--- config.mk ---
export PLATFORM = sky130hd
export DESIGN_NAME = hbank_regs
export DESIGN_NICKNAME = d
export VERILOG_FILES = /design/src/rtl/hbank_pkg.sv /design/src/rtl/hbank_parity.sv /design/src/rtl/hbank_host_if.sv /design/src/rtl/hbank_events.sv /design/src/rtl/hbank_regs.sv
export SDC_FILE = /design/constraint.sdc
export NUM_CORES = 1
export LEC_CHECK = 0
export BUFFER_PORTS_ARGS = -buffer_cell sky130_fd_sc_hd__buf_2
export CAP_MARGIN = 20
export CORE_ASPECT_RATIO = 0.75
export CORE_UTILIZATION = 25
export DETAILED_ROUTE_END_ITERATION = 10
export PLACE_DENSITY = 0.51
export SLEW_MARGIN = 20
export SYNTH_ARGS = -nofsm -noshare
export SYNTH_HDL_FRONTEND = slang
export SYNTH_SLANG_ARGS = --single-unit
--- constraint.sdc ---
create_clock -name clk -period 3.6 [get_ports clk]
set_input_delay 0 -clock clk [delete_from_list [all_inputs] [get_ports clk]]
set_output_delay 0 -clock clk [all_outputs]
set_load 0.01 [all_outputs]
--- src/rtl/hbank_pkg.sv ---
package hbank_pkg;
    localparam int unsigned HB_DW = 8;
    localparam int unsigned HB_AW = 4;

    typedef enum logic [HB_AW-1:0] {
        A_ONES    = 4'd0,
        A_CNA     = 4'd1,
        A_CNB     = 4'd2,
        A_TXMSG   = 4'd3,
        A_CFG1    = 4'd4,
        A_CFG2    = 4'd5,
        A_CFG3    = 4'd6,
        A_SEQST   = 4'd7,
        A_ERRST   = 4'd8,
        A_RXA     = 4'd9,
        A_RXB     = 4'd10,
        A_RXMSG   = 4'd11,
        A_CLR_ERR = 4'd12,
        A_CLR_MSG = 4'd13,
        A_CLR_PF  = 4'd14,
        A_REV     = 4'd15
    } hb_addr_e;

    localparam int unsigned HB_NRW = 6;   // writable words at addresses 1..6
    localparam int unsigned HB_NRX = 3;   // received words at addresses 9..11
endpackage

--- src/rtl/hbank_parity.sv ---
module hbank_parity #(
    parameter int unsigned N  = 2,
    parameter int unsigned DW = 8
) (
    input  logic [N-1:0][DW-1:0] words,
    output logic [N-1:0]         par
);
    for (genvar g = 0; g < N; g++) begin : g_par
        // odd parity: the bit makes the total ones count odd
        assign par[g] = ~(^words[g]);
    end
endmodule

--- src/rtl/hbank_host_if.sv ---
module hbank_host_if #(
    parameter int unsigned AW = 4,
    parameter int unsigned DW = 8
) (
    input  logic          clk,
    input  logic          rst_n,
    input  logic          cs,
    input  logic          rd,
    input  logic          edge_sel,
    input  logic [AW-1:0] addr,
    input  logic [DW-1:0] wdata,
    output logic          ack,
    output logic          wr_en,
    output logic [AW-1:0] wr_addr,
    output logic [DW-1:0] wr_data
);
    typedef struct packed {
        logic          cs;
        logic          rd;
        logic [AW-1:0] addr;
        logic [DW-1:0] data;
    } hif_t;

    hif_t st_d, st_q;
    logic commit_ack, commit_rel;

    always_comb begin
        st_d    = st_q;
        st_d.cs = cs;
        if (cs) begin
            st_d.rd   = rd;
            st_d.addr = addr;
            st_d.data = wdata;
        end
        commit_ack = !edge_sel && cs && !rd && !st_q.cs;
        commit_rel =  edge_sel && st_q.cs && !cs && !st_q.rd;
        wr_en      = commit_ack || commit_rel;
        wr_addr    = edge_sel ? st_q.addr : addr;
        wr_data    = edge_sel ? st_q.data : wdata;
    end

    always_ff @(posedge clk or negedge rst_n) begin
        if (!rst_n) st_q <= '0;
        else        st_q <= st_d;
    end

    assign ack = st_q.cs;
endmodule

--- src/rtl/hbank_events.sv ---
module hbank_events #(
    parameter int unsigned    DW      = 8,
    parameter int unsigned    NRX     = 3,
    parameter logic [DW-1:0]  PF_CODE = 8'h3C
) (
    input  logic                    clk,
    input  logic                    rst_n,
    input  logic                    ev_rx,
    input  logic [NRX-1:0][DW-1:0]  ev_words,
    input  logic [DW-1:0]           ev_err,
    input  logic                    clr_err,
    input  logic                    clr_msg,
    input  logic                    clr_pf,
    output logic [NRX-1:0][DW-1:0]  rx_words,
    output logic [DW-1:0]           err_status,
    output logic                    err_irq,
    output logic                    msg_irq,
    output logic                    pf_irq,
    output logic                    fifo_stb
);
    typedef struct packed {
        logic [NRX-1:0][DW-1:0] rx;
        logic [DW-1:0]          status;
        logic                   err;
        logic                   msg;
        logic                   pf;
        logic                   stb;
    } ev_t;

    ev_t ev_d, ev_q;
    logic pf_hit;

    always_comb begin
        ev_d   = ev_q;
        pf_hit = ev_rx && (ev_words[NRX-1] == PF_CODE);
        for (int i = 0; i < NRX; i++) begin
            if (ev_rx) ev_d.rx[i] = ev_words[i];
        end
        // clear first, then set: a simultaneous set survives
        ev_d.status = (clr_err ? '0 : ev_q.status) | ev_err;
        ev_d.err    = (ev_q.err && !clr_err) || (ev_err != '0);
        ev_d.msg    = (ev_q.msg && !clr_msg) || ev_rx;
        ev_d.pf     = (ev_q.pf  && !clr_pf)  || pf_hit;
        ev_d.stb    = ev_rx;
    end

    always_ff @(posedge clk or negedge rst_n) begin
        if (!rst_n) ev_q <= '0;
        else        ev_q <= ev_d;
    end

    assign rx_words   = ev_q.rx;
    assign err_status = ev_q.status;
    assign err_irq    = ev_q.err;
    assign msg_irq    = ev_q.msg;
    assign pf_irq     = ev_q.pf;
    assign fifo_stb   = ev_q.stb;
endmodule

--- src/rtl/hbank_regs.sv ---
module hbank_regs
    import hbank_pkg::*;
#(
    parameter logic [7:0] REV_ID  = 8'h21,
    parameter logic [7:0] PF_CODE = 8'h3C
) (
    input  logic        clk,
    input  logic        rst_n,
    input  logic        host_cs,
    input  logic        host_rd,
    input  logic [3:0]  host_addr,
    input  logic [7:0]  host_wdata,
    input  logic        wr_edge_sel,
    output logic [7:0]  host_rdata,
    output logic        host_ack,
    input  logic [7:0]  seq_state,
    input  logic [7:0]  ev_err,
    input  logic        ev_rx,
    input  logic [7:0]  ev_rx_cn0,
    input  logic [7:0]  ev_rx_cn1,
    input  logic [7:0]  ev_rx_msg,
    output logic [47:0] cfg_regs,
    output logic [1:0]  cn_par,
    output logic        err_irq,
    output logic        msg_irq,
    output logic        pf_irq,
    output logic        fifo_stb
);
    localparam int unsigned DW = HB_DW;
    localparam int unsigned AW = HB_AW;

    typedef struct packed {
        logic [HB_NRW-1:0][DW-1:0] rw;
        logic [DW-1:0]             rdata;
    } bank_t;

    bank_t bk_d, bk_q;

    logic          wr_en;
    logic [AW-1:0] wr_addr;
    logic [DW-1:0] wr_data;
    logic          clr_err, clr_msg, clr_pf;
    logic [HB_NRX-1:0][DW-1:0] rx_words;
    logic [DW-1:0] err_status;
    logic [DW-1:0] rd_mux;

    hbank_host_if #(.AW(AW), .DW(DW)) u_hif (
        .clk      (clk),
        .rst_n    (rst_n),
        .cs       (host_cs),
        .rd       (host_rd),
        .edge_sel (wr_edge_sel),
        .addr     (host_addr),
        .wdata    (host_wdata),
        .ack      (host_ack),
        .wr_en    (wr_en),
        .wr_addr  (wr_addr),
        .wr_data  (wr_data)
    );

    assign clr_err = wr_en && (wr_addr == A_CLR_ERR);
    assign clr_msg = wr_en && (wr_addr == A_CLR_MSG);
    assign clr_pf  = wr_en && (wr_addr == A_CLR_PF);

    hbank_events #(.DW(DW), .NRX(HB_NRX), .PF_CODE(PF_CODE)) u_ev (
        .clk        (clk),
        .rst_n      (rst_n),
        .ev_rx      (ev_rx),
        .ev_words   ({ev_rx_msg, ev_rx_cn1, ev_rx_cn0}),
        .ev_err     (ev_err),
        .clr_err    (clr_err),
        .clr_msg    (clr_msg),
        .clr_pf     (clr_pf),
        .rx_words   (rx_words),
        .err_status (err_status),
        .err_irq    (err_irq),
        .msg_irq    (msg_irq),
        .pf_irq     (pf_irq),
        .fifo_stb   (fifo_stb)
    );

    hbank_parity #(.N(2), .DW(DW)) u_par (
        .words ({bk_q.rw[1], bk_q.rw[0]}),
        .par   (cn_par)
    );

    always_comb begin
        unique case (hb_addr_e'(host_addr))
            A_ONES:  rd_mux = '1;
            A_CNA, A_CNB, A_TXMSG, A_CFG1, A_CFG2, A_CFG3:
                     rd_mux = bk_q.rw[host_addr - AW'(1)];
            A_SEQST: rd_mux = seq_state;
            A_ERRST: rd_mux = err_status;
            A_RXA:   rd_mux = rx_words[0];
            A_RXB:   rd_mux = rx_words[1];
            A_RXMSG: rd_mux = rx_words[2];
            A_REV:   rd_mux = REV_ID;
            default: rd_mux = '0;
        endcase
    end

    always_comb begin
        bk_d = bk_q;
        for (int i = 0; i < HB_NRW; i++) begin
            if (wr_en && (wr_addr == AW'(i + 1))) bk_d.rw[i] = wr_data;
        end
        if (host_cs) bk_d.rdata = rd_mux;
    end

    always_ff @(posedge clk or negedge rst_n) begin
        if (!rst_n) bk_q <= '0;
        else        bk_q <= bk_d;
    end

    assign host_rdata = bk_q.rdata;
    assign cfg_regs   = bk_q.rw;
endmodule

==> results.md <==
* Run status: complete, no violations
* First DRT Iteration DRCs at 220
* Commonest cells after routing, fill and taps aside: buf_2 (119), dfrtp_1 (106), mux2_2 (93)
* Total CTS buffers at 9
* Row Count at 45
* Nets at 612
* Combinational Power Share at 24.7%
* Remaining antenna violation count after routing at 0
* Final Critical Period at 2250 ps
* Synth warnings at 0
* Actual slew at the worst max-slew pin at 818 ps
* Hold_buf cts at 43
* Avg Cell Area, Syn at 13.2 um^2
* Gr usage total at 15.1%
* Net count after synthesis at 456
* Pleak at 0.00308 uW
* Initial antenna violation count at 0
* Wire per inst at 19.4 um
* Drt via density at 4.84
* Root Buffer: clkbuf_16
* Share of flip-flops with an asynchronous set or reset at 100%
* Synth unique cells at 51
* Period utilization at 62.5%
* Required time of the critical path at 3830 ps
* Fill count at 2051
* DRC Markers at 0
* Grt ovf at 0
* WP data arrival at 2480 ps
* Clock Tree Buf Depth at 2
* WHS at 64.1 ps
* Core box area at 20300 um^2
* CP Capture Type: flop
* Critical path origin: host_addr[1]
* Number of global-route vias before repair at 3973
* Worst skew pair latency at 350 ps
* Largest net degree at the start of global routing at 85
* Yosys reg bits at 106
* Worst hold path class: in -> reg
* Capture point of the worst reg-to-reg path: cfg_regs[36]$_DFFE_PN0P_
* Initial Util at 25.5%
* Setup Skew at 12.1 ps
* Most common cell after layout, fill and taps aside: buf_2
* Clk pwr share at 32.0%
* Clock transition at path regs at 70 ps
* Total setup buffers inserted after CTS at 0
* WL final at 15800 um
* I/O pins at 121
* Mapped cell area at 5180 um^2
* Die H at 127 um
* Sequential Area at 2650 um^2
* Footprint of the multi-input gates at 2370 um^2
* VDD IR max at 0.209 mV
* CTS tree: yes
* Setup CP Type: in -> reg
* Worst Setup Start Kind: input pin
* Switch share at 29.3%
* Final hold viol count at 0
* Layout cells sized above 1 at 45.4%
* Critical Path End: host_rdata[0]$_DFFE_PN0P_
* Worst Reg-to-Reg Cells at 5
* Detailed Place HPWL at 11600 um
* Die width at 168 um
* Post-synth EDFFs at 0
* Max Clock Freq at 445 MHz
* P per Cell Area at 517 nW/um^2
* P_int at 2480 uW
* Post-cts sizing count at 0
* IO buf count at 120
* Flop pwr share at 43.3%
* Synth Instances at 393
* First-pass GRT wire length at 24200 um
* Slew HR at 45.5%
* Die footprint at 21300 um^2
* Vias at 3923
* Critical-path maximum fanout at 15
* RSZ-0062 raised after global routing: false
* Hold path startpoint: host_cs
* Drt pass-1 iters at 5
* Post-synthesis sequential area ratio at 51.2%
* Ant. Diodes at 0
* Setup TNS at 0 ps
* Slew Limit Fails at 0
* GP Congestion at 0.811
* Origin of the critical flop-to-flop path: u_hif.ack$_DFF_PN0_
* Power consumption at 3510 uW
* R2R Setup Slk at 1710 ps
* # clock sinks at 106
* Top FF cell, synth: dfrtp_1
* P_sw at 1030 uW
* H-tree levels at 3
* Final setup viols at 0
* Max_cap viols at 0
* Layout area overhead at 31.1%
cell families (layout without fill, tap and decap cells):
family	count (synthesis)	in the layout	synth area share [%]
compound gates	75	75	11.6
buf+inv	31	191	2.88
fa+ha+maj	5	5	1.21
xor+xnor	15	15	2.68
simple gates	54	54	5.29
flops	106	106	51.2
mux	107	107	25.1
worst min-delay path by stage:
stage                                         endpoint  slack (ps)  depth (start not counted)
final                              u_hif.ack$_DFF_PN0_          60                          2
after global routing               u_hif.ack$_DFF_PN0_          70                          2
after CTS                          u_hif.ack$_DFF_PN0_          50                          2
after detailed placement  u_ev.err_status[6]$_DFF_PN0_         210                          2
after global placement    u_ev.err_status[6]$_DFF_PN0_         200                          2
after floorplan                cfg_regs[0]$_DFFE_PN0P_        -300                          0
through the flow:
step                util, %  worst slack, ps  std cells  area [um^2]
floorplan                 -             1730        393         5180
global placement       29.7             1320        753         6010
detailed placement     29.7             1240        753         6010
CTS                    33.5             1320        811         6780
global route           33.5             1100        811         6790
finish                 33.5             1350        811         6790
flip-flops by register name, summed over array words and instances, names as in the netlist, 8 cells and up:
signal           cells
u_hif.st_q          13
u_ev.rx_words       24
u_ev.err_status      8
cfg_regs            48
host_rdata           8
power by group through the flow:
stage          clock [uW]  sequential, uW  combinational, uW
2_1_floorplan           0            1530                458
3_3_place_gp            0            1540                831
3_5_place_dp            0            1540                839
4_1_cts              1150            1520                880
5_1_grt              1200            1540                942
6_report             1120            1520                866
synthesized netlist by cell type, types with 5 or more instances:
cell / n / area (um^2)
a21o_1: 10 / 75.1
a221oi_1: 7 / 61.3
a22o_1: 12 / 105
a31oi_1: 9 / 56.3
buf_2: 11 / 55.1
clkbuf_1: 6 / 22.5
dfrtp_1: 106 / 2650
ha_1: 5 / 62.6
inv_1: 9 / 33.8
mux2_2: 93 / 1050
mux4_2: 6 / 135
nand2_1: 17 / 63.8
nand2_2: 6 / 37.5
nor2_1: 9 / 33.8
o21ai_0: 6 / 30.0
xnor2_1: 14 / 123
worst max-delay path, stage by stage:
cell and delay [ps]:
dlygate4sd3_1 520, buf_2 170, inv_1 140, ha_1 630, mux4_2 380, nor2b_1 140
a31oi_1 170, o21ai_0 90, a22o_1 220
layer usage:
layer | share of wire, % | routed length (um) | track usage (%) | vias up
li1 | - | - | - | 1775
met1 | 49 | 7730 | 21.9 | 2036
met2 | 46 | 7260 | 23.6 | 102
met5 | 0 | 0 | 0 | -
met4 | 0.72 | 114 | 2.73 | 0
met3 | 4.2 | 665 | 3.03 | 10
area by class of cell:
| cell class | instances | area share, % |
|---|---|---|
| sequential | 106 | 39.1 |
| multi-input combinational | 256 | 35.0 |
| timing repair buffer | 166 | 15.6 |
| tap | 258 | 4.76 |
| clock buffer | 9 | 3.32 |
| clock inverter | 6 | 1.70 |
| inverter | 10 | 0.553 |
Power figures use the tool's default switching activity.
